File: config.mk
export PLATFORM = sky130hd
export DESIGN_NAME = mem_scrub_engine
export DESIGN_NICKNAME = d
export VERILOG_FILES = /design/src/rtl/scrub_pkg.sv /design/src/rtl/scrub_addr_walk.sv /design/src/rtl/scrub_gap_timer.sv /design/src/rtl/scrub_err_count.sv /design/src/rtl/mem_scrub_engine.sv
export SDC_FILE = /design/constraint.sdc
export NUM_CORES = 1
export LEC_CHECK = 0
export ABC_AREA = 1
export BUFFER_PORTS_ARGS = -buffer_cell sky130_fd_sc_hd__buf_2
export CAP_MARGIN = 20
export CORE_ASPECT_RATIO = 0.8
export CORE_MARGIN = 4
export CORE_UTILIZATION = 50
export CTS_BUF_LIST = sky130_fd_sc_hd__clkbuf_4
export DETAILED_ROUTE_END_ITERATION = 10
export PLACE_DENSITY_LB_ADDON = 0.1
export RECOVER_POWER = 50
export SETUP_SLACK_MARGIN = 0.02
export SYNTH_ARGS = -nofsm -noshare
export SYNTH_HDL_FRONTEND = slang
export SYNTH_HIERARCHICAL = 1
export SYNTH_SLANG_ARGS = --single-unit
File: constraint.sdc
create_clock -name clk -period 3.3 [get_ports clk]
set_input_delay 0.33 -clock clk [delete_from_list [all_inputs] [get_ports clk]]
set_output_delay 0.33 -clock clk [all_outputs]
set_load 0.02 [all_outputs]
File: src/rtl/scrub_pkg.sv
package scrub_pkg;
  typedef enum logic [1:0] {
    OP_INIT  = 2'd0,
    OP_SCRUB = 2'd1,
    OP_REGEN = 2'd2
  } scrub_op_e;

  typedef enum logic [2:0] {
    ST_IDLE,
    ST_ISSUE,
    ST_WAIT,
    ST_FIX,
    ST_ADV,
    ST_GAP
  } scrub_st_e;
endpackage

File: src/rtl/scrub_addr_walk.sv
module scrub_addr_walk #(
  parameter int AW = 16
) (
  input  logic          clk,
  input  logic          rst,
  input  logic          load,
  input  logic          step,
  input  logic [AW-1:0] lo,
  input  logic [AW-1:0] hi,
  output logic [AW-1:0] addr,
  output logic          at_end
);
  always_ff @(posedge clk) begin
    if (rst)       addr <= '0;
    else if (load) addr <= lo;
    else if (step) addr <= at_end ? lo : addr + 1'b1;
  end

  assign at_end = (addr == hi);
endmodule

File: src/rtl/scrub_gap_timer.sv
module scrub_gap_timer #(
  parameter int GW = 8
) (
  input  logic          clk,
  input  logic          rst,
  input  logic          load,
  input  logic [GW-1:0] val,
  input  logic          tick,
  output logic          last
);
  logic [GW-1:0] cnt;

  always_ff @(posedge clk) begin
    if (rst)                      cnt <= '0;
    else if (load)                cnt <= val;
    else if (tick && cnt != '0)   cnt <= cnt - 1'b1;
  end

  assign last = (cnt <= GW'(1));
endmodule

File: src/rtl/scrub_err_count.sv
module scrub_err_count #(
  parameter int CW = 16
) (
  input  logic          clk,
  input  logic          rst,
  input  logic          clr,
  input  logic          inc,
  input  logic [CW-1:0] limit,
  output logic [CW-1:0] count,
  output logic          hit
);
  logic [CW-1:0] nxt;
  assign nxt = count + 1'b1;

  always_ff @(posedge clk) begin
    if (rst) begin
      count <= '0;
      hit   <= 1'b0;
    end else begin
      hit <= 1'b0;
      if (clr) begin
        count <= '0;
      end else if (inc && count != '1) begin
        count <= nxt;
        hit   <= (limit != '0) && (nxt == limit);
      end
    end
  end
endmodule

File: src/rtl/mem_scrub_engine.sv
module mem_scrub_engine
  import scrub_pkg::*;
#(
  parameter int AW = 16,
  parameter int DW = 32,
  parameter int GW = 8,
  parameter int CW = 16
) (
  input  logic          clk,
  input  logic          rst,
  input  logic          go,
  input  logic          halt,
  input  logic [1:0]    cfg_mode,
  input  logic [AW-1:0] cfg_lo,
  input  logic [AW-1:0] cfg_hi,
  input  logic [DW-1:0] cfg_pattern,
  input  logic [GW-1:0] cfg_gap,
  input  logic [CW-1:0] cfg_limit,
  input  logic          cnt_clr,
  output logic          mem_req,
  output logic          mem_we,
  output logic [AW-1:0] mem_addr,
  output logic [DW-1:0] mem_wdata,
  input  logic          mem_gnt,
  input  logic          mem_rvalid,
  input  logic [DW-1:0] mem_rdata,
  input  logic          mem_ce,
  input  logic          mem_ue,
  output logic          busy,
  output logic          done,
  output logic [CW-1:0] ce_count,
  output logic          ce_irq,
  output logic          ue_flag,
  output logic          ue_irq,
  output logic [AW-1:0] ue_addr
);
  scrub_st_e     st;
  logic [1:0]    mode_q;
  logic [AW-1:0] lo_q, hi_q, cur;
  logic [GW-1:0] gap_q;
  logic [CW-1:0] limit_q;
  logic [DW-1:0] wbuf;
  logic          start, at_end, finish, gap_last, ce_inc, rd_ret;

  assign start  = go && (st == ST_IDLE);
  assign finish = halt || (at_end && mode_q != OP_SCRUB);
  assign rd_ret = (st == ST_WAIT) && mem_rvalid;
  assign ce_inc = rd_ret && mem_ce && !mem_ue;

  // Address walker: loads the low bound at start, wraps at the high bound.
  scrub_addr_walk #(.AW(AW)) u_walk (
    .clk(clk), .rst(rst),
    .load(start),
    .step((st == ST_ADV) && !finish),
    .lo(start ? cfg_lo : lo_q),
    .hi(hi_q),
    .addr(cur),
    .at_end(at_end)
  );

  // Idle-gap timer between locations (bandwidth limit).
  scrub_gap_timer #(.GW(GW)) u_gap (
    .clk(clk), .rst(rst),
    .load(st == ST_ADV),
    .val(gap_q),
    .tick(st == ST_GAP),
    .last(gap_last)
  );

  // Correctable-error counter with threshold alert.
  scrub_err_count #(.CW(CW)) u_cnt (
    .clk(clk), .rst(rst),
    .clr(cnt_clr),
    .inc(ce_inc),
    .limit(limit_q),
    .count(ce_count),
    .hit(ce_irq)
  );

  always_ff @(posedge clk) begin
    if (rst) begin
      st      <= ST_IDLE;
      mode_q  <= 2'd0;
      lo_q    <= '0;
      hi_q    <= '0;
      gap_q   <= '0;
      limit_q <= '0;
      wbuf    <= '0;
      done    <= 1'b0;
      ue_flag <= 1'b0;
      ue_irq  <= 1'b0;
      ue_addr <= '0;
    end else begin
      ue_irq <= 1'b0;
      unique case (st)
        ST_IDLE: if (start) begin
          st      <= ST_ISSUE;
          mode_q  <= (cfg_mode == 2'd3) ? 2'd2 : cfg_mode;
          lo_q    <= cfg_lo;
          hi_q    <= cfg_hi;
          gap_q   <= cfg_gap;
          limit_q <= cfg_limit;
          wbuf    <= cfg_pattern;
          done    <= 1'b0;
          ue_flag <= 1'b0;
        end
        ST_ISSUE: if (mem_gnt) st <= (mode_q == OP_INIT) ? ST_ADV : ST_WAIT;
        ST_WAIT: if (mem_rvalid) begin
          wbuf <= mem_rdata;
          if (mem_ue) begin
            st      <= ST_IDLE;
            done    <= 1'b1;
            ue_flag <= 1'b1;
            ue_irq  <= 1'b1;
            ue_addr <= cur;
          end else if (mem_ce || mode_q == OP_REGEN) begin
            st <= ST_FIX;
          end else begin
            st <= ST_ADV;
          end
        end
        ST_FIX: if (mem_gnt) st <= ST_ADV;
        ST_ADV: begin
          if (finish) begin
            st   <= ST_IDLE;
            done <= 1'b1;
          end else begin
            st <= (gap_q == '0) ? ST_ISSUE : ST_GAP;
          end
        end
        ST_GAP: if (gap_last) st <= ST_ISSUE;
        default: st <= ST_IDLE;
      endcase
    end
  end

  assign busy      = (st != ST_IDLE);
  assign mem_req   = (st == ST_ISSUE) || (st == ST_FIX);
  assign mem_we    = (st == ST_FIX) || ((st == ST_ISSUE) && (mode_q == OP_INIT));
  assign mem_addr  = cur;
  assign mem_wdata = wbuf;
endmodule

==> flow_summary.yaml <==
status:
  outcome: "complete, no violations"
pwr:
  p_int_mw: 3.38
  total_power_mw: 5.99
  p_leak_nw: 4.84
  ir_worst_vdd_mv: 0.384
  switching_power_mw: 2.61
  p_seq_share_pct: 40.9
  power.clock.fraction_pct: 19.3
  comb_power_share_pct: 39.8
  sw_frac_of_total_pct: 43.6
  power.density_nw_per_um2: 596
critical_path:
  r2r_start: "st[1]"
  worstSetupPathType: "flip-flop to flip-flop"
  path_max_fanout: 68
  r2r_slack_ps: 540
  cp.required_ps: 3770
  slowest_stage: "clkbuf_2"
  cp-start-kind: "flip-flop"
  arrival_ps: 3230
  cp-end-kind: "flip-flop"
  crit_top_cell: "nand3_1"
  worstPathCellList: "inv_1 -> nand3_1 -> clkbuf_2 -> o21ai_4 -> buf_4 -> nand3_1 -> o211a_1"
  reg2reg_to: "mem_wdata[29]"
  critPathMaxStageDelay_ps: 780
  worst_r2r_path_depth: 7
layout:
  synthToLayoutAreaGrowth_pct: 21.9
  layout.cells.non_filler: 1728
  post-route-util_pct: 63.0
  final_cell_area_um2: 10100
  nets: 1635
  layout-drive-gt1-share_pct: 13.8
routing:
  viasPerCell: 5.05
  vias: 8726
  first_iter_violations: 627
  wl_per_cell_um: 14.1
  drcViolationCount: 0
  wl_mm: 24.4
  postRouteAntennaNets: 0
  firstDrtPassIters: 8
timing:
  setup_viol: 0
  max_slew.worst_pin.slew_ps: 1400
  fmax_mhz: 363
  finalHoldViolCount: 0
  slew_headroom_pct: 6.79
  drv_slew: 0
  period_minus_slack_ps: 2760
  hold_ws_ps: 62.0
  fin_skew_ps: 25.5
  tns_ps: 0
  period_share_pct: 83.5
  fin_ws_ps: 543
  rsz0062_at_grt: "false"
synthesis:
  syn_area_per_cell_um2: 6.56
  synth.top_cell.area_share_pct: 37.2
  syn-num-nets: 1393
  yosysWarnings: 6
  syn_inst: 1257
  yosys.cell_count.top_type: "nand2_1"
  yosys.area.top_type: "dfxtp_1"
  synth_common_cells: "nand2_1 (376), inv_1 (177), dfxtp_1 (153)"
  synth_edf_count: 0
  ys_async_sr_fraction_pct: 0
  synth.distinct_cells: 42
  ys_ff_latch: 153
  ys_seq_area_share_pct: 37.2
  netlist_area_um2: 8240
  netlist_top_cells_area: "dfxtp_1 (37%), nand2_1 (17%), inv_1 (8.1%), nand3_1 (6.9%), a21oi_1 (6.6%)"
  ys.flop_type: "dfxtp_1"
clock_tree:
  post-cts-setup-buffer-count: 0
  cts_tree: "yes"
  clk_pin_slew_ps: 140
  cts_sinks: 153
  cts.path.max_buffers: 2
  cts_buffers: 17
  htreeDepth: 4
  cts_root_buffer: "clkbuf_4"
  clk_latency_ps: 580
placed_design:
  dpl.hpwl_mm: 17.2
  place_area_um2: 9410
  placedCellCount: 1646
  port_buffers: 217
  gp_congestion: 0.927
  preCtsSetupSlack_ps: 691
floorplan:
  coreArea_um2: 16000
  die_w_um: 152
  dieHeight_um: 123
  ios: 218
  fp.dieArea_um2: 18600
  rows: 41
  start_util_pct: 51.7
global_routing:
  grt_max_degree: 69
  first_global_vias: 7838
  grt_pass1_wl_mm: 38.5
  grt_use_total_pct: 25.8
  grt_overflow: 0
  antenna_found_initial: 1
flow_run:
  cap_violations: 0
min_path:
  hold_path_end: "gap_q[0]"
  min_from: "cfg_gap[0]"
  whs_path_depth: 3
  min-delay-path-class: "primary input to flip-flop"
## how the worst max path moves through the flow
stage	start	depth (start not counted)	end	slack [ps]
6_report	st[1]	7	mem_wdata[29]	540
2_1_floorplan	u_walk/addr[8]	17	u_walk/addr[1]	770
4_1_cts	u_walk/addr[9]	15	u_walk/addr[1]	670
3_5_place_dp	u_walk/addr[9]	15	u_walk/addr[1]	690
3_3_place_gp	u_walk/addr[4]	15	u_walk/addr[1]	800
5_1_grt	u_walk/addr[12]	15	u_walk/addr[1]	220
## routing by layer
metal  vias to the layer above  global-route usage [%]  wire length (um)
met5                         -                       0                 0
met4                         0                    5.50               242
met3                        19                    8.05              2230
met2                       306                    41.3             10800
met1                      3897                    34.6             11100
li1                       4504                       -                 -
## cell families (layout without fill, tap and decap cells)
family | Yosys count | after routing | share of synthesized area [%]
flip-flops | 153 | 153 | 37.2
AND/OR/NAND/NOR | 629 | 629 | 32.8
buffers and inverters | 240 | 495 | 11.8
other | 0 | 1 | 0
AO/OA/AOI/OAI | 219 | 219 | 16.3
XOR/XNOR | 11 | 11 | 1.17
adder cells (fa/ha/maj) | 5 | 5 | 0.759
## power groups by stage
stage / combinational, mW / sequential (mW) / clock, mW
3_3_place_gp: 2.36 / 2.47 / 0
3_5_place_dp: 2.37 / 2.48 / 0
4_1_cts: 2.43 / 2.44 / 1.18
6_report: 2.39 / 2.45 / 1.16
2_1_floorplan: 1.56 / 2.63 / 0
5_1_grt: 2.67 / 2.49 / 1.26
## state kept, by name, summed over array words and instances (netlist names), 2 cells and up
| signal | flops |
|---|---|
| gap_q | 8 |
| hi_q | 16 |
| limit_q | 16 |
| lo_q | 16 |
| mem_wdata | 32 |
| mode_q | 2 |
| st | 3 |
| u_cnt/count | 16 |
| u_gap/cnt | 8 |
| u_walk/addr | 16 |
| ue_addr | 16 |
## critical path: cells and delay by family (launching register included)
family          cells  cell delay [ps]
compound gates      2              400
buf+inv             3             1510
flops               1              410
simple gates        2              290
## cell type report
class,count,area [um2]
multi-input combinational,864,4200
clock inverter,15,143
fill,1582,5900
inverter,187,707
sequential,153,3060
clock buffer,17,128
tap,215,269
timing repair buffer,276,1540
antenna,1,2.50
## cells in the final DEF (no fill, tap or decap), types with 32 or more instances in the layout
cell / n
dlygate4sd3_1: 49
o21ai_0: 35
nor2_1: 86
a21oi_1: 109
nand3_1: 115
buf_2: 132
o211a_1: 32
inv_1: 175
nand2_1: 377
dfxtp_1: 153
clkbuf_1: 86
## repair_timing
item	in CTS	in global routing
hold buffers	49	0
resized for setup	0	0
endpoints found under the hold margin	49	0
Power figures use the tool's default switching activity.
